==> config.mk <==
export PLATFORM = sky130hd
export DESIGN_NAME = i2cs_cmd_slave
export DESIGN_NICKNAME = d
export VERILOG_FILES = /design/src/rtl/i2cs_pkg.sv /design/src/rtl/i2cs_line_sync.sv /design/src/rtl/i2cs_byte_engine.sv /design/src/rtl/i2cs_reg_file.sv /design/src/rtl/i2cs_cmd_slave.sv
export SDC_FILE = /design/constraint.sdc
export NUM_CORES = 1
export LEC_CHECK = 0
export BUFFER_PORTS_ARGS = -buffer_cell sky130_fd_sc_hd__buf_2
export CORE_UTILIZATION = 52
export DETAILED_ROUTE_END_ITERATION = 10
export PLACE_DENSITY = 0.69
export SLEW_MARGIN = 0
export SYNTH_ARGS = -nofsm -noshare
export SYNTH_HDL_FRONTEND = slang
export SYNTH_HIERARCHICAL = 1
export SYNTH_SLANG_ARGS = --single-unit
==> constraint.sdc <==
create_clock -name clk -period 10.23 [get_ports clk]
set_clock_uncertainty 0.2 [all_clocks]
set_input_delay 2.046 -clock clk [delete_from_list [all_inputs] [get_ports clk]]
set_output_delay 2.046 -clock clk [all_outputs]
set_load 0.02 [all_outputs]
==> src/rtl/i2cs_pkg.sv <==
package i2cs_pkg;

  localparam int BYTE_W = 8;
  localparam int STB_N  = 9;

  localparam int STB_PWR_UP  = 0;
  localparam int STB_PWR_DN  = 1;
  localparam int STB_REC     = 2;
  localparam int STB_PLAY    = 3;
  localparam int STB_DIG_IN  = 4;
  localparam int STB_DIG_OUT = 5;
  localparam int STB_ERASE   = 6;
  localparam int STB_DWRITE  = 7;
  localparam int STB_DREAD   = 8;

  localparam logic [2:0] SEL_ADDR = 3'b001;
  localparam logic [2:0] SEL_CFG0 = 3'b010;
  localparam logic [2:0] SEL_CFG1 = 3'b011;

  typedef enum logic [2:0] {
    ENG_IDLE,
    ENG_RX,
    ENG_ACK,
    ENG_TX,
    ENG_TXACK
  } eng_st_e;

  typedef enum logic [1:0] {
    PH_IDLE,
    PH_CMD,
    PH_DHI,
    PH_DLO
  } phase_e;

  function automatic logic sel_has_data(input logic [2:0] sel);
    return (sel == SEL_ADDR) || (sel == SEL_CFG0) || (sel == SEL_CFG1);
  endfunction

  function automatic logic [STB_N-1:0] cmd_strobes(input logic [7:0] c);
    logic [STB_N-1:0] v;
    v = '0;
    case ({c[6], c[5:3]})
      4'b0000: v[c[7] ? STB_PWR_UP : STB_PWR_DN]  = 1'b1;
      4'b0010: v[STB_REC]                         = 1'b1;
      4'b0001: v[STB_PLAY]                        = 1'b1;
      4'b1000: v[c[7] ? STB_DIG_IN : STB_DIG_OUT] = 1'b1;
      4'b1010: v[STB_ERASE]                       = 1'b1;
      4'b1001: v[STB_DWRITE]                      = 1'b1;
      4'b1100: v[STB_DREAD]                       = 1'b1;
      default: v = '0;
    endcase
    return v;
  endfunction

endpackage

==> src/rtl/i2cs_line_sync.sv <==
module i2cs_line_sync #(
  parameter int STAGES = 2
) (
  input  logic clk,
  input  logic rst_n,
  input  logic scl_i,
  input  logic sda_i,
  output logic sda_s,
  output logic scl_rise,
  output logic scl_fall,
  output logic start_ev,
  output logic stop_ev
);

  logic [STAGES-1:0] scl_pipe_q;
  logic [STAGES-1:0] sda_pipe_q;
  logic              scl_d_q;
  logic              sda_d_q;
  logic              scl_s;

  always_ff @(posedge clk or negedge rst_n) begin
    if (!rst_n) begin
      scl_pipe_q <= '1;
      sda_pipe_q <= '1;
      scl_d_q    <= 1'b1;
      sda_d_q    <= 1'b1;
    end else begin
      scl_pipe_q <= {scl_pipe_q[STAGES-2:0], scl_i};
      sda_pipe_q <= {sda_pipe_q[STAGES-2:0], sda_i};
      scl_d_q    <= scl_s;
      sda_d_q    <= sda_s;
    end
  end

  assign scl_s    = scl_pipe_q[STAGES-1];
  assign sda_s    = sda_pipe_q[STAGES-1];
  assign scl_rise = scl_s & ~scl_d_q;
  assign scl_fall = ~scl_s & scl_d_q;
  assign start_ev = scl_s & scl_d_q & sda_d_q & ~sda_s;
  assign stop_ev  = scl_s & scl_d_q & ~sda_d_q & sda_s;

endmodule

==> src/rtl/i2cs_byte_engine.sv <==
module i2cs_byte_engine
  import i2cs_pkg::*;
#(
  parameter int ADDR_W = 7
) (
  input  logic              clk,
  input  logic              rst_n,
  input  logic              scl_rise,
  input  logic              scl_fall,
  input  logic              start_ev,
  input  logic              stop_ev,
  input  logic              sda_s,
  input  logic [ADDR_W-1:0] dev_addr,
  input  logic [BYTE_W-1:0] tx_byte,
  output logic              sda_oe,
  output logic              addr_hit,
  output logic              addr_rd,
  output logic              rx_valid,
  output logic [BYTE_W-1:0] rx_byte,
  output logic              tx_load
);

  localparam int CNT_W = $clog2(BYTE_W + 1);
  localparam logic [CNT_W-1:0] CNT_FULL = CNT_W'(BYTE_W);

  eng_st_e           st_q, st_d;
  logic [BYTE_W-1:0] sh_q, sh_d;
  logic [CNT_W-1:0]  cnt_q, cnt_d;
  logic              oe_q, oe_d;
  logic              first_q, first_d;
  logic              rw_q, rw_d;
  logic              mack_q, mack_d;

  always_comb begin
    st_d     = st_q;
    sh_d     = sh_q;
    cnt_d    = cnt_q;
    oe_d     = oe_q;
    first_d  = first_q;
    rw_d     = rw_q;
    mack_d   = mack_q;
    addr_hit = 1'b0;
    rx_valid = 1'b0;
    tx_load  = 1'b0;
    if (start_ev) begin
      st_d    = ENG_RX;
      cnt_d   = '0;
      first_d = 1'b1;
      rw_d    = 1'b0;
      oe_d    = 1'b0;
    end else if (stop_ev) begin
      st_d = ENG_IDLE;
      oe_d = 1'b0;
    end else begin
      case (st_q)
        ENG_RX: begin
          if (scl_rise && cnt_q != CNT_FULL) begin
            sh_d  = {sh_q[BYTE_W-2:0], sda_s};
            cnt_d = cnt_q + 1'b1;
          end else if (scl_fall && cnt_q == CNT_FULL) begin
            if (first_q) begin
              if (sh_q[BYTE_W-1:1] == dev_addr) begin
                addr_hit = 1'b1;
                rw_d     = sh_q[0];
                first_d  = 1'b0;
                oe_d     = 1'b1;
                st_d     = ENG_ACK;
              end else begin
                st_d = ENG_IDLE;
              end
            end else begin
              rx_valid = 1'b1;
              oe_d     = 1'b1;
              st_d     = ENG_ACK;
            end
          end
        end
        ENG_ACK: begin
          if (scl_fall) begin
            if (rw_q) begin
              tx_load = 1'b1;
              sh_d    = tx_byte;
              oe_d    = ~tx_byte[BYTE_W-1];
              cnt_d   = CNT_W'(1);
              st_d    = ENG_TX;
            end else begin
              oe_d  = 1'b0;
              cnt_d = '0;
              st_d  = ENG_RX;
            end
          end
        end
        ENG_TX: begin
          if (scl_fall) begin
            if (cnt_q == CNT_FULL) begin
              oe_d = 1'b0;
              st_d = ENG_TXACK;
            end else begin
              sh_d  = {sh_q[BYTE_W-2:0], 1'b0};
              oe_d  = ~sh_q[BYTE_W-2];
              cnt_d = cnt_q + 1'b1;
            end
          end
        end
        ENG_TXACK: begin
          if (scl_rise) begin
            mack_d = ~sda_s;
          end else if (scl_fall) begin
            if (mack_q) begin
              tx_load = 1'b1;
              sh_d    = tx_byte;
              oe_d    = ~tx_byte[BYTE_W-1];
              cnt_d   = CNT_W'(1);
              st_d    = ENG_TX;
            end else begin
              st_d = ENG_IDLE;
            end
          end
        end
        default: st_d = ENG_IDLE;
      endcase
    end
  end

  always_ff @(posedge clk or negedge rst_n) begin
    if (!rst_n) begin
      st_q    <= ENG_IDLE;
      sh_q    <= '0;
      cnt_q   <= '0;
      oe_q    <= 1'b0;
      first_q <= 1'b0;
      rw_q    <= 1'b0;
      mack_q  <= 1'b0;
    end else begin
      st_q    <= st_d;
      sh_q    <= sh_d;
      cnt_q   <= cnt_d;
      oe_q    <= oe_d;
      first_q <= first_d;
      rw_q    <= rw_d;
      mack_q  <= mack_d;
    end
  end

  assign sda_oe  = oe_q;
  assign addr_rd = sh_q[0];
  assign rx_byte = sh_q;

  // the slave only moves SDA after an SCL fall or a bus condition
  a_r10_oe_moves_on_fall: assert property (@(posedge clk) disable iff (!rst_n)
    (oe_q != $past(oe_q)) |-> $past(scl_fall || start_ev || stop_ev));

  // an idle engine never holds the line
  a_r11_idle_released: assert property (@(posedge clk) disable iff (!rst_n)
    (st_q == ENG_IDLE) |-> !oe_q);

endmodule

==> src/rtl/i2cs_reg_file.sv <==
module i2cs_reg_file
  import i2cs_pkg::*;
#(
  parameter int REG_W  = 16,
  parameter int STAT_W = 7
) (
  input  logic              clk,
  input  logic              rst_n,
  input  logic              addr_hit,
  input  logic              addr_rd,
  input  logic              rx_valid,
  input  logic [BYTE_W-1:0] rx_byte,
  input  logic              tx_load,
  input  logic              abort,
  input  logic              evt_i,
  input  logic [STAT_W-1:0] stat_i,
  output logic [BYTE_W-1:0] tx_byte,
  output logic [REG_W-1:0]  cfg0_q,
  output logic [REG_W-1:0]  cfg1_q,
  output logic [REG_W-1:0]  addr_q,
  output logic [STB_N-1:0]  cmd_stb,
  output logic              irq_o
);

  localparam int PTR_W = 2;
  localparam logic [PTR_W-1:0] PTR_END = '1;

  phase_e            ph_q, ph_d;
  logic [BYTE_W-1:0] cmd_q, cmd_d;
  logic [BYTE_W-1:0] hi_q, hi_d;
  logic [PTR_W-1:0]  ptr_q, ptr_d;
  logic [REG_W-1:0]  cfg0_d, cfg1_d, addr_d;
  logic [STB_N-1:0]  stb_q, stb_d;
  logic              irq_q, irq_d;
  logic [REG_W-1:0]  word;

  assign word = {hi_q, rx_byte};

  always_comb begin
    ph_d   = ph_q;
    cmd_d  = cmd_q;
    hi_d   = hi_q;
    ptr_d  = ptr_q;
    cfg0_d = cfg0_q;
    cfg1_d = cfg1_q;
    addr_d = addr_q;
    stb_d  = '0;
    if (abort) begin
      ph_d = PH_IDLE;
    end else if (addr_hit) begin
      ph_d  = addr_rd ? PH_IDLE : PH_CMD;
      ptr_d = '0;
    end else if (rx_valid) begin
      case (ph_q)
        PH_CMD: begin
          cmd_d = rx_byte;
          if (sel_has_data(rx_byte[2:0])) begin
            ph_d = PH_DHI;
          end else begin
            stb_d = cmd_strobes(rx_byte);
            ph_d  = PH_IDLE;
          end
        end
        PH_DHI: begin
          hi_d = rx_byte;
          ph_d = PH_DLO;
        end
        PH_DLO: begin
          case (cmd_q[2:0])
            SEL_ADDR: addr_d = word;
            SEL_CFG0: cfg0_d = word;
            SEL_CFG1: cfg1_d = word;
            default:  addr_d = addr_q;
          endcase
          stb_d = cmd_strobes(cmd_q);
          ph_d  = PH_IDLE;
        end
        default: ph_d = PH_IDLE;
      endcase
    end
    if (tx_load && ptr_q != PTR_END) begin
      ptr_d = ptr_q + 1'b1;
    end
    if (evt_i) begin
      irq_d = 1'b1;
    end else if (tx_load && ptr_q == '0) begin
      irq_d = 1'b0;
    end else begin
      irq_d = irq_q;
    end
  end

  always_comb begin
    case (ptr_q)
      2'd0:    tx_byte = {irq_q, stat_i};
      2'd1:    tx_byte = addr_q[REG_W-1 -: BYTE_W];
      2'd2:    tx_byte = addr_q[BYTE_W-1:0];
      default: tx_byte = '0;
    endcase
  end

  always_ff @(posedge clk or negedge rst_n) begin
    if (!rst_n) begin
      ph_q   <= PH_IDLE;
      cmd_q  <= '0;
      hi_q   <= '0;
      ptr_q  <= '0;
      cfg0_q <= '0;
      cfg1_q <= '0;
      addr_q <= '0;
      stb_q  <= '0;
      irq_q  <= 1'b0;
    end else begin
      ph_q   <= ph_d;
      cmd_q  <= cmd_d;
      hi_q   <= hi_d;
      ptr_q  <= ptr_d;
      cfg0_q <= cfg0_d;
      cfg1_q <= cfg1_d;
      addr_q <= addr_d;
      stb_q  <= stb_d;
      irq_q  <= irq_d;
    end
  end

  assign cmd_stb = stb_q;
  assign irq_o   = irq_q;

  // never two strobes at once
  a_r12_stb_onehot: assert property (@(posedge clk) disable iff (!rst_n)
    $onehot0(stb_q));

  // a strobe always follows a received byte
  a_r5_stb_after_byte: assert property (@(posedge clk) disable iff (!rst_n)
    (|stb_q) |-> $past(rx_valid));

  // registers only move on the step after a received byte
  a_r3_regs_hold: assert property (@(posedge clk) disable iff (!rst_n)
    !rx_valid |=> ($stable(cfg0_q) && $stable(cfg1_q) && $stable(addr_q)));

  // a bus condition never produces a strobe
  a_r7_abort_no_stb: assert property (@(posedge clk) disable iff (!rst_n)
    abort |=> (stb_q == '0));

  // an event leaves the interrupt pending even against a clear
  a_r9_evt_wins: assert property (@(posedge clk) disable iff (!rst_n)
    evt_i |=> irq_q);

endmodule

==> src/rtl/i2cs_cmd_slave.sv <==
module i2cs_cmd_slave
  import i2cs_pkg::*;
#(
  parameter int         SYNC_STAGES = 2,
  parameter logic [4:0] ADDR_HI     = 5'b10000,
  parameter int         REG_W       = 16,
  parameter int         PAGE_W      = 11
) (
  input  logic                  clk,
  input  logic                  rst_n,
  input  logic                  scl_i,
  input  logic                  sda_i,
  output logic                  sda_oe,
  input  logic [1:0]            strap_i,
  input  logic [BYTE_W-2:0]     stat_i,
  input  logic                  evt_i,
  output logic [STB_N-1:0]      cmd_stb,
  output logic [REG_W-1:0]      cfg0_o,
  output logic [REG_W-1:0]      cfg1_o,
  output logic [PAGE_W-1:0]     page_o,
  output logic [REG_W-PAGE_W-1:0] block_o,
  output logic                  irq_o
);

  localparam int ADDR_W = BYTE_W - 1;
  localparam int BLK_W  = REG_W - PAGE_W;

  logic [1:0]        rst_pipe_q;
  logic              rst_sync_n;
  logic              sda_s, scl_rise, scl_fall, start_ev, stop_ev;
  logic              addr_hit, addr_rd, rx_valid, tx_load;
  logic [BYTE_W-1:0] rx_byte, tx_byte;
  logic [REG_W-1:0]  addr_q;
  logic [ADDR_W-1:0] dev_addr;

  always_ff @(posedge clk or negedge rst_n) begin
    if (!rst_n) begin
      rst_pipe_q <= '0;
    end else begin
      rst_pipe_q <= {rst_pipe_q[0], 1'b1};
    end
  end
  assign rst_sync_n = rst_pipe_q[1];

  assign dev_addr = {ADDR_HI, strap_i};

  i2cs_line_sync #(.STAGES(SYNC_STAGES)) u_sync (
    .clk      (clk),
    .rst_n    (rst_sync_n),
    .scl_i    (scl_i),
    .sda_i    (sda_i),
    .sda_s    (sda_s),
    .scl_rise (scl_rise),
    .scl_fall (scl_fall),
    .start_ev (start_ev),
    .stop_ev  (stop_ev)
  );

  i2cs_byte_engine #(.ADDR_W(ADDR_W)) u_eng (
    .clk      (clk),
    .rst_n    (rst_sync_n),
    .scl_rise (scl_rise),
    .scl_fall (scl_fall),
    .start_ev (start_ev),
    .stop_ev  (stop_ev),
    .sda_s    (sda_s),
    .dev_addr (dev_addr),
    .tx_byte  (tx_byte),
    .sda_oe   (sda_oe),
    .addr_hit (addr_hit),
    .addr_rd  (addr_rd),
    .rx_valid (rx_valid),
    .rx_byte  (rx_byte),
    .tx_load  (tx_load)
  );

  i2cs_reg_file #(.REG_W(REG_W), .STAT_W(ADDR_W)) u_regs (
    .clk      (clk),
    .rst_n    (rst_sync_n),
    .addr_hit (addr_hit),
    .addr_rd  (addr_rd),
    .rx_valid (rx_valid),
    .rx_byte  (rx_byte),
    .tx_load  (tx_load),
    .abort    (start_ev | stop_ev),
    .evt_i    (evt_i),
    .stat_i   (stat_i),
    .tx_byte  (tx_byte),
    .cfg0_q   (cfg0_o),
    .cfg1_q   (cfg1_o),
    .addr_q   (addr_q),
    .cmd_stb  (cmd_stb),
    .irq_o    (irq_o)
  );

  assign page_o  = addr_q[REG_W-1:BLK_W];
  assign block_o = addr_q[BLK_W-1:0];

endmodule

# Word-level counts from Yosys, hierarchy flattened
# Index checks and enable logic that the tools add are counted.
[word_totals] input_bits=14 regBits=105 output_inout_bits=59 word_cells=269
[classes] muxes=126 add_sub_neg=2 reduce_logical=36 order_cmp=8 bitwise=18 n_eq_ne=58
[ops] operator="32-bit by 1-bit greater-or-equal comparator with 1-bit output (second input constant)" n=4
[ops] operator="32-bit by 6-bit less-than comparator with 1-bit output (second input constant)" n=4
[ops] operator="8-bit 2-to-1 mux" n=8
[ops] operator="1-bit 2-to-1 mux" n=59
[ops] operator="4-bit == test (second input constant)" n=9
[ops] operator="4-bit 2-to-1 mux" n=9
[ops] operator="9-bit 2-to-1 mux" n=4
[ops] operator="8-bit case mux with 4 select lines" n=1
[ops] operator="1-bit case mux with 3 select lines" n=10
[ops] operator="3-bit 2-to-1 mux" n=9
[ops] operator="4-bit by 3-bit != test with 1-bit output (second input constant)" n=6
[ops] operator="8-bit case mux with 3 select lines" n=1
[ops] operator="2-bit 2-to-1 mux" n=11
[ops] operator="2-bit case mux with 2 select lines" n=5
[ops] operator="3-bit by 2-bit == test with 1-bit output (second input constant)" n=6
[ops] operator="9-bit case mux with 2 select lines" n=1
[ops] operator="9-bit AND reduction" n=2
[ops] operator="1-bit demux with 4-bit select" n=4
[ops] operator="4-bit case mux with 4 select lines" n=1
[ops] operator="4-bit AND reduction" n=4
[ops] operator="3-bit by 2-bit != test with 1-bit output (second input constant)" n=5
[ops] operator="5-bit AND reduction" n=3
[ops] operator="2-bit by 1-bit != test with 1-bit output (second input constant)" n=6
[ops] operator="2-bit != test (second input constant)" n=6
[ops] operator="31 further kinds" n=70

# Longest topological paths before layout
# Gate-level depths: netlist of the first run.
[logic_depth] ltp_word=11 ltp_mapped=11

# Cells and area by module
# Netlist of the first run, hierarchy kept.
[modules_own_cells] mod="i2cs_reg_file" cells_each=239 instances=1 area_per_inst_um2=3398.3
[modules_own_cells] mod="i2cs_byte_engine" cells_each=149 instances=1 area_per_inst_um2=1458.9
[modules_own_cells] mod="i2cs_line_sync" cells_each=10 instances=1 area_per_inst_um2=190.2
[modules_own_cells] mod="i2cs_cmd_slave" cells_each=5 instances=1 area_per_inst_um2=63.8

# Worst setup path after synthesis of the first run
# Ideal clock, no wire load.
[synth_path] path_kind="input to register" from="input port strap_i[1]" to="register u_regs.cfg0_q[10]" required_time_ns=9.905 t_arrival_ns=4.183 path_buffers=2 path_slack_ns=5.721 cell_stages=10 cell_sequence="xor2_1 -> nor4_1 -> nand4_1 -> or2_1 -> nor3_1 -> nand4bb_1 -> or4b_1 -> buf_6 -> buf_12 -> mux2_4"
[synth_via] elab_chain_cells=10
[synth_lines] item="start, declared" line_no="i2cs_cmd_slave.sv:14" source="input logic [1:0] strap_i,"
[synth_lines] item="7-bit == test" line_no="i2cs_byte_engine.sv:62" source="if (sh_q[BYTE_W-1:1] == dev_addr) begin"
[synth_lines] item="1-bit 2-to-1 mux" line_no="i2cs_byte_engine.sv:62"
[synth_lines] item="1-bit 2-to-1 mux" line_no="i2cs_byte_engine.sv:61" source="if (first_q) begin"
[synth_lines] item="1-bit 2-to-1 mux" line_no="i2cs_byte_engine.sv:60" source="end else if (scl_fall && cnt_q == CNT_FULL) begin"
[synth_lines] item="1-bit 2-to-1 mux" line_no="i2cs_byte_engine.sv:57" source="if (scl_rise && cnt_q != CNT_FULL) begin"
[synth_lines] item="1-bit 2-to-1 mux" line_no="i2cs_byte_engine.sv:55" source="case (st_q)"
[synth_lines] item="1-bit 2-to-1 mux" line_no="i2cs_byte_engine.sv:51" source="end else if (stop_ev) begin"
[synth_lines] item="1-bit 2-to-1 mux" line_no="i2cs_byte_engine.sv:45" source="if (start_ev) begin"
[synth_lines] item="net addr_hit" line_no="i2cs_cmd_slave.sv:31" source="logic addr_hit, addr_rd, rx_valid, tx_load;"
[synth_lines] item="1-bit NOT (no line)"
[synth_lines] item="5-bit AND reduction (no line)"
[synth_lines] item="end signal, assigned" line_no="i2cs_reg_file.sv:118" source="cfg0_q <= cfg0_d;"
[synth_lines] item="end, declared" line_no="i2cs_reg_file.sv:18" source="output logic [REG_W-1:0] cfg0_q,"
# The timed path passes the listed nets, and every way through them passes these cells.
# A chain may end at the register's enable or synchronous reset.

# Final worst setup path of the first run
[layout_path] from="input port strap_i[1]" to="register u_regs.cfg0_q[5]"
# Same word-level chain as after synthesis.

==> flow_summary.ini, run 1 <==
[outcome]
outcome = complete, no violations

[floorplanning]
dieWidth_um = 101.1
fp.dieArea_um2 = 10230
core_area_um2 = 9371
die_y_um = 101.1
rows = 35
initial_utilization_pct = 54.54
ios = 73

[synthesis]
async_reset_ff_share_pct = 100.0
synth_cell_types = 71
synthAdderAreaFrac_pct = 2.203
muxShareOfSynthArea_pct = 18.78
syn-mean-instance-area_um2 = 12.68
synth_seq_area_share_pct = 51.55
synth_xor_xnor_area_share_pct = 1.200
yosysTopAreaCellShare_pct = 48.47
synth_cells = 403
synth_compound_area_share_pct = 9.767
yosys-top-cells-area = dfrtp_1 48%, mux2_2 14%, dfstp_2 3.1%, mux2_4 2.9%, ha_1 2.2%
synth_top_family_by_area = multiplexers
netlist_area_um2 = 5111
yosys.area.top_type = dfrtp_1
synth_ff_type = dfrtp_1
synth_edf_count = 0
yosys_warnings = 6
ys_ff_latch = 105
yosys.area_share.simple_pct = 13.41

[grt]
grtUsageTotal_pct = 23.18
grt_pass1_wl_um = 18070
antenna_found_initial = 0
grt_pass1_vias = 3513
overflow = 0
grt_max_degree = 67

[sta]
worstMarginPinSlew_ns = 1.034
finalSetupTns_ns = 0
fmax_mhz = 199.5
hold_viol_final = 0
relSlewSlack_pct = 30.45
final_max_slew_viol_count = 0
setup_slack_ns = 5.216
finalCritPeriodShare_pct = 49.01
hold_slack_ns = 0.1029
rsz0062_at_grt = no
min_period_ns = 5.014
finalSetupViolCount = 0

[setup_path]
cp.arrival_ns = 5.07
reg2reg_to = u_regs/cfg0_q[10]
crit_type = in -> reg
crit_path_max_fanout = 16
worst_r2r_path_depth = 6
required_ns = 10.28
reg2reg_setup_slack_ns = 5.84
worst_setup_path_end_kind = flop
r2r_start = u_sync/scl_d_q
critPathLaunchType = input port
crit_start = strap_i[1]

[flow_run]
drv_cap = 0

[layout]
syn2layout_area_growth_pct = 12.36
fin_nets = 498
drive_above_1_share_pct = 38.96
diodes = 0
n_fill_cell = 779
fin_util_pct = 61.28

[cts]
cts_resized = 0
hold_buffers = 0
path_clk_slew_ns = 0.10
clockRootBuffer = clkbuf_8
numCtsBuffers = 9
clock-sinks = 105
clk_path_buf_depth = 2
cts.htree.levels = 3
clk_latency_ns = 0.36
cts_tree = done
post_cts_buffers = 0

[routing]
vias = 3531
drcViolationCount = 0
ant_nets = 0
viasPerCell = 5.798
first_iter_violations = 241
finalWirelength_um = 10940
dr.pass1.iters = 5
wl_per_cell_um = 17.97

[place]
dpl_worst_slack_ns = 4.825
portBuffers = 72
routabilityCongestion = 0.8358
dp_hpwl_um = 7477

[power_and_ir_drop]
leakage_uw = 0.002850
combPwrFrac_pct = 11.7
swShare_pct = 31.20
ir_drop_mv = 0.09636
internal_power_uw = 591.5
p_sw_uw = 268.3
p_per_area_nw_per_um2 = 149.7
seqPwrFrac_pct = 59.6
clkPwrFrac_pct = 28.7

[hold_path]
hold_class = reg -> async
metrics by stage:
| stage | cells | area [um2] | power (uW) |
|---|---|---|---|
| floorplan | 407 | 5126 | 569.6 |
| global placement | 593 | 5554 | 617.2 |
| detailed placement | 593 | 5554 | 621.0 |
| CTS | 609 | 5743 | 870.5 |
| global route | 609 | 5743 | 903.7 |
| finish | 609 | 5743 | 859.9 |
state kept, by name (all words and copies together), names as in the netlist, 2 cells and up:
signal / count
u_regs/cmd_q: 8
u_sync/sda_pipe_q: 2
u_sync/scl_pipe_q: 2
u_regs/hi_q: 8
u_eng/st_q: 3
u_eng/cnt_q: 4
rst_pipe_q: 2
u_regs/cfg1_q: 16
u_regs/ptr_q: 2
u_regs/cmd_stb: 9
u_eng/rx_byte: 8
u_regs/addr_q: 16
u_regs/cfg0_q: 16
u_regs/ph_q: 2
worst max path at each step:
| stage | end | depth (start not counted) | slack [ns] |
|---|---|---|---|
| 4_1_cts | u_regs/cfg0_q[5] | 9 | 5.23 |
| 2_1_floorplan | u_regs/cfg0_q[10] | 10 | 5.72 |
| 5_1_grt | u_regs/cfg0_q[0] | 9 | 5.00 |
| 3_5_place_dp | u_regs/cfg0_q[5] | 9 | 4.83 |
| 3_3_place_gp | u_regs/cfg0_q[2] | 9 | 4.86 |
| 6_report | u_regs/cfg0_q[5] | 9 | 5.22 |
cell usage after synthesis, types with 5 or more instances:
library cell and n:
nand3_1 8, inv_1 10, nor3_1 5, nand2b_1 9
a21o_1 5, a21oi_1 8, nand2_1 15, clkbuf_1 6
dfstp_2 6, mux2_4 10, nand4_1 6, dfrtp_1 99
buf_2 5, nor2_1 25, ha_1 9, nand4b_1 6
mux2_2 64, a222oi_1 8, o21ai_0 8, mux2_1 7
cell type report:
cell class / count / area (um2) / area share (%)
well taps: 129 / 161.4 / 2.810
repair buffers: 74 / 375.4 / 6.536
flip-flops and latches: 105 / 2639 / 45.95
clock inverters: 5 / 47.55 / 0.8279
clock buffers: 11 / 141.4 / 2.462
multi-input cells: 275 / 2341 / 40.76
inverters: 10 / 37.54 / 0.6536
power by group through the flow:
stage               registers, uW  logic [uW]  clock network [uW]
global placement              520        97.3                   0
global route                  519         113                 271
floorplan                     487        82.4                   0
finish                        512         100                 247
detailed placement            521         100                   0
CTS                           512         101                 257
cell families (layout without fill, tap and decap cells):
group | Yosys count | after routing
AO/OA/AOI/OAI | 59 | 59
XOR/XNOR | 7 | 7
adder cells (fa/ha/maj) | 9 | 9
buffers and inverters | 27 | 100
flip-flops | 105 | 105
multiplexers | 82 | 82
other | 2 | 6
AND/OR/NAND/NOR | 112 | 112
per-layer routing:
layer  GRT usage [%]  up-vias  wire [um]
met4           6.355        0         40
met2           37.36       95       5451
li1                -     1612          -
met3           4.693        2        494
met1           32.14     1822       4957
met5               0        -          0
critical path, cell delays in order:
cell and delay, ns:
buf_2 0.10, xor2_1 0.13, nor4_1 0.29, nand4_1 0.24, or2_1 0.31, nor3_1 0.46
nand4bb_1 0.28, or4b_1 0.78, mux2_2 0.42
layout by cell type, fill, tap and decap left out, types with 3 or more instances in the layout:
cell type   n
ha_1        9
clkbuf_8   10
nand3_1     8
mux2_4     10
nand4b_1    6
buf_2      72
dfrtp_1    98
dfstp_2     6
o21ai_0     8
xor2_1      4
nor2_1     25
nand2_1    15
nor3_1      5
nor3b_1     3
a21o_1      5
o22ai_1     3
a21oi_1     8
xnor2_1     3
inv_1      10
o31ai_1     3
conb_1      6
mux2_2     64
nand4_1     6
mux2_1      7
or2_1       3
nand3b_1    4
a222oi_1    8
nor2b_1     4
a211oi_1    3
nand2b_1    9
o32ai_1     3
Power figures use the tool's default switching activity.
==> run 2: changes to the inputs <==
Clock period 10.23 ns to 4.8 ns, I/O delays scaled along.
==> run 2 against run 1 <==
Net effect: clock power increased by 110%; first-iteration DRC count increased by 17%; largest power group unchanged; largest cell class unchanged; worst setup slack got worse by 4.3 ns; wire length grew 1.0%; clock-buffer cell count is 1 lower; non-clock buffer count up 2; sequential power grew 110%; global-route usage is 0.11 points lower; utilization increased by 0.15 points; highest routed layer unchanged; cell area is 0.24% higher; register-to-register slack got worse by 4.9 ns.
==> flow_summary.ini, run 2 (synthesis results as in run 1) <==
[place]
portBuffers = 72
routabilityCongestion = 0.8207
place_inst = 595
dp_hpwl_um = 7621

[layout]
top_regs = u_regs/addr_q: 16 flops, u_regs/cfg0_q: 16 flops, u_regs/cfg1_q: 16 flops
mostFrequentLayoutCell = dfrtp_1
n_fill_cell = 781
syn2layout_area_growth_pct = 12.63
drive_above_1_share_pct = 39.21
diodes = 0
mostFrequentLayoutCells = 98 x dfrtp_1, 72 x buf_2, 64 x mux2_2
fin_nets = 500
layoutNonFillerInstCount = 611

[power_and_ir_drop]
swShare_pct = 31.64
internal_power_uw = 1248
total_power_uw = 1826
p_per_area_nw_per_um2 = 317.2
seqPwrFrac_pct = 60.0
combPwrFrac_pct = 11.7
ir_drop_mv = 0.1811
p_sw_uw = 577.7
leakage_uw = 0.002860
clkPwrFrac_pct = 28.3

[setup_path]
critPathBufInv = 1
worst_r2r_path_depth = 9
crit_chain = nor2b_1 > nand4b_1 > or3_1 > or2_1 > nor3_1 > nand4bb_1 > or4b_1 > buf_4 > mux2_2
cp_slowest_cell = dfstp_2
path_delay_family = simple AND/OR/NAND/NOR gates
cp.arrival_ns = 3.89
critPathMaxStageDelay_ns = 0.55
crit_path_max_fanout = 16
critPathLaunchType = flop
reg2reg_setup_slack_ns = 0.97
path_depth = 9
required_ns = 4.85
crit_type = reg -> reg
worst_setup_path_end_kind = flop

[floorplanning]
core_area_um2 = 9371
die_y_um = 101.1
dieWidth_um = 101.1
rows = 35
fp.dieArea_um2 = 10230
initial_utilization_pct = 54.54
ios = 73

[routing]
finalWirelength_um = 11050
drcViolationCount = 0
first_iter_violations = 283
wl_per_cell_um = 18.09
viasPerCell = 5.763
ant_nets = 0
vias = 3521
dr.pass1.iters = 5

[cts]
clock-sinks = 105
cts_tree = done
post_cts_buffers = 0
numCtsBuffers = 9
clockRootBuffer = clkbuf_8
cts_resized = 0
clk_latency_ns = 0.37
clk_path_buf_depth = 2
path_clk_slew_ns = 0.11
hold_buffers = 0
cts.htree.levels = 3

[sta]
finalCritPeriodShare_pct = 79.88
rsz0062_at_grt = no
finalSetupTns_ns = 0
min_period_ns = 3.834
worstMarginPinSlew_ns = 0.7269
hold_viol_final = 0
relSlewSlack_pct = 51.54
final_max_slew_viol_count = 0
fmax_mhz = 260.8
finalSetupViolCount = 0
hold_slack_ns = 0.1451

[grt]
grt_pass1_wl_um = 17840
overflow = 0
grtUsageTotal_pct = 23.07
grt_max_degree = 56
grt_pass1_vias = 3505
antenna_found_initial = 0

[outcome]
outcome = complete, no violations

[hold_path]
hold_class = reg -> async

[flow_run]
drv_cap = 0
run 2: layout make-up:
cell class              count  area (um2)  area share, %
flip-flops and latches    105        2639          45.84
clock inverters             6       60.06          1.043
well taps                 129       161.4          2.804
inverters                  10       37.54         0.6520
multi-input cells         275        2341          40.67
repair buffers             76       390.4          6.781
clock buffers              10       127.6          2.217
run 2: worst register-to-register path, stage by stage, from the launching register on:
cell,delay (ns)
dfstp_2,0.55
nor2b_1,0.50
nand4b_1,0.27
or3_1,0.42
or2_1,0.24
nor3_1,0.49
nand4bb_1,0.28
or4b_1,0.14
buf_4,0.28
mux2_2,0.37
run 2: per-stage QoR:
step	instance area, um2	setup slack (ns)	utilization, %
3_5_place_dp	5569	0.8708	59.43
2_1_floorplan	5126	1.317	-
3_3_place_gp	5569	0.9379	59.43
4_1_cts	5757	0.9514	61.43
6_report	5757	0.9660	61.43
5_1_grt	5757	0.7191	61.43
run 2: per-layer routing:
metal  GRT usage (%)  wire length, um
met5               0                0
met4           7.581              113
met3           3.313              483
met2           37.73             5397
met1           31.89             5059
run 2: path summary, 6_finish.rpt:
kind,start,to
worst max-delay path,u_sync/scl_d_q,u_regs/cfg0_q[5]
worst min-delay path,rst_pipe_q[1],u_regs/cfg0_q[15]
worst max register to register,u_sync/scl_d_q,u_regs/cfg0_q[5]
worst min register to register,rst_pipe_q[1],u_regs/cfg0_q[15]
max in group asynchronous,rst_pipe_q[1],u_regs/cmd_stb[0]
min in group clk,rst_pipe_q[0],rst_pipe_q[1]
run 2: power groups by stage:
stage	logic [uW]	registers, uW	clock network, uW
after global placement	205	1110	0
after floorplan	176	1040	0
after CTS	216	1090	539
after detailed placement	214	1110	0
final	214	1100	516
after global routing	241	1110	568
==> run 3: changes to the inputs <==
Settings changed: PLACE_DENSITY 0.69 to 0.72.
Clock period 4.8 ns to 3.09 ns, I/O delays scaled along.
==> run 3 against run 2 <==
Net effect: sequential power up 41%; wire length increased by 2.0%; critical path depth unchanged; fmax is 31% higher; die area unchanged; combinational power rose to 2.6 times the previous value; largest cell class unchanged; register-to-register slack lost 0.81 ns; cell area grew 4.1%; worst setup slack worse by 0.81 ns; clock-buffer cell count decreased by 1; non-clock buffer count up 19; via count up 1.4%.
==> flow_summary.ini, run 3 (synthesis results as in run 1) <==
[outcome]
outcome = complete, no violations

[setup_path]
cp.arrival_ns = 3.00
path_depth = 9
crit_chain = nor2b_4 > nand4b_1 > or3_1 > or2_1 > nor3_2 > nand4bb_1 > or4b_1 > buf_12 > mux2_2
critPathMaxStageDelay_ns = 0.56
r2r_start = u_sync/scl_d_q
path_delay_family = simple AND/OR/NAND/NOR gates
critPathLaunchType = flop
crit_start = u_sync/scl_d_q
required_ns = 3.16
reg2reg_setup_slack_ns = 0.15
worst_setup_path_end_kind = flop
critPathBufInv = 1
cp_slowest_cell = dfstp_2
worst_r2r_path_depth = 9
crit_path_max_fanout = 16
reg2reg_to = u_regs/cfg0_q[3]
crit_path_end = u_regs/cfg0_q[3]
crit_type = reg -> reg

[routing]
wl_per_cell_um = 17.86
drcViolationCount = 0
first_iter_violations = 179
dr.pass1.iters = 5
finalWirelength_um = 11270
ant_nets = 0
vias = 3569
viasPerCell = 5.656

[sta]
hold_viol_final = 0
finalSetupViolCount = 0
relSlewSlack_pct = 56.73
rsz0062_at_grt = no
min_period_ns = 2.935
fmax_mhz = 340.7
finalSetupTns_ns = 0
worstMarginPinSlew_ns = 0.6490
final_max_slew_viol_count = 0
finalCritPeriodShare_pct = 94.99

[floorplanning]
rows = 35
dieWidth_um = 101.1
ios = 73
die_y_um = 101.1
initial_utilization_pct = 54.54
core_area_um2 = 9371
fp.dieArea_um2 = 10230

[layout]
top_regs = u_regs/addr_q: 16 flops, u_regs/cfg0_q: 16 flops, u_regs/cfg1_q: 16 flops
drive_above_1_share_pct = 42.63
layoutNonFillerInstCount = 631
mostFrequentLayoutCells = 98 x dfrtp_1, 72 x buf_2, 64 x mux2_2
fin_nets = 520
diodes = 0
fin_area_um2 = 5993
mostFrequentLayoutCell = dfrtp_1
syn2layout_area_growth_pct = 17.26

[grt]
grt_pass1_wl_um = 17920
antenna_found_initial = 0
overflow = 0
grt_pass1_vias = 3440
grtUsageTotal_pct = 23.02
grt_max_degree = 55

[cts]
clock-sinks = 105
cts.htree.levels = 3
numCtsBuffers = 9
clockRootBuffer = clkbuf_8
path_clk_slew_ns = 0.11
clk_path_buf_depth = 2
cts_tree = done
clk_latency_ns = 0.38

[power_and_ir_drop]
ir_drop_mv = 0.3099
swShare_pct = 31.67
leakage_uw = 0.002987
clkPwrFrac_pct = 28.7
internal_power_uw = 2018
p_per_area_nw_per_um2 = 492.8
seqPwrFrac_pct = 52.6
combPwrFrac_pct = 18.7
p_sw_uw = 935.3

[place]
routabilityCongestion = 0.8383
portBuffers = 72
place_inst = 612
dp_hpwl_um = 7878
dpl_cell_area_um2 = 5749

[flow_run]
drv_cap = 0

[hold_path]
hold_class = in -> reg
hold_path_startpoint = scl_i
[run 3: cell count changes in the layout (fill, tap and decap cells not counted), sizes merged]
cell / delta
buf: +18
clkbuf: -1
dlygate4sd3: +1
inv: +1
nand4: +1
[run 3: worst min-delay path by stage]
stage          cells after the start  slack (ns)              endpoint
6_report                           1        0.13  u_sync/scl_pipe_q[0]
5_1_grt                            1        0.10  u_sync/scl_pipe_q[0]
4_1_cts                            1        0.11  u_sync/scl_pipe_q[0]
3_5_place_dp                       0        0.15         rst_pipe_q[1]
3_3_place_gp                       0        0.13         rst_pipe_q[1]
2_1_floorplan                      0        0.12         rst_pipe_q[0]
[run 3: layout make-up]
class | instances | area [um2]
repair buffers | 95 | 560.5
multi-input cells | 276 | 2390
clock buffers | 9 | 123.9
inverters | 10 | 37.54
flip-flops and latches | 105 | 2639
clock inverters | 7 | 81.33
well taps | 129 | 161.4
fillers | 761 | 3378
[run 3: power by group through the flow]
stage	sequential [uW]	combinational, uW	clock, uW
2_1_floorplan	1610	275	0
3_3_place_gp	1580	535	0
3_5_place_dp	1580	549	0
4_1_cts	1560	554	881
5_1_grt	1570	605	930
6_report	1550	552	848
[run 3: per-layer routing]
layer | track usage, % | vias to the layer above | routed length (um)
li1 | - | 1665 | -
met1 | 32.38 | 1775 | 5093
met2 | 35.58 | 117 | 5421
met3 | 4.831 | 12 | 621
met4 | 8.027 | 0 | 137
met5 | 0 | - | 0
[run 3: stage by stage]
step / total power, uW / setup WS, ns / utilization [%] / hold WS, ns
5_1_grt: 3101 / 0.004473 / 63.95 / 0.1010
3_5_place_dp: 2133 / 0.08927 / 61.35 / 0.1450
3_3_place_gp: 2111 / 0.1541 / 61.35 / 0.1334
6_report: 2954 / 0.1548 / 63.95 / 0.1281
2_1_floorplan: 1888 / 0.04289 / - / 0.1224
4_1_cts: 2991 / 0.05820 / 63.64 / 0.1107
[run 3: worst register-to-register path: stages, from the launching register on]
cell and delay (ns):
dfstp_2 0.56, nor2b_4 0.24, nand4b_1 0.16, or3_1 0.41, or2_1 0.25, nor3_2 0.15
nand4bb_1 0.17, or4b_1 0.17, buf_12 0.18, mux2_2 0.35
[run 3: repair_timing]
action | in CTS | in global routing
endpoints found under the hold margin | 2 | 0
buffers inserted | 0 | 1
gates resized for setup | 0 | 3
setup endpoints to repair | 0 | 63
hold buffers | 1 | 0
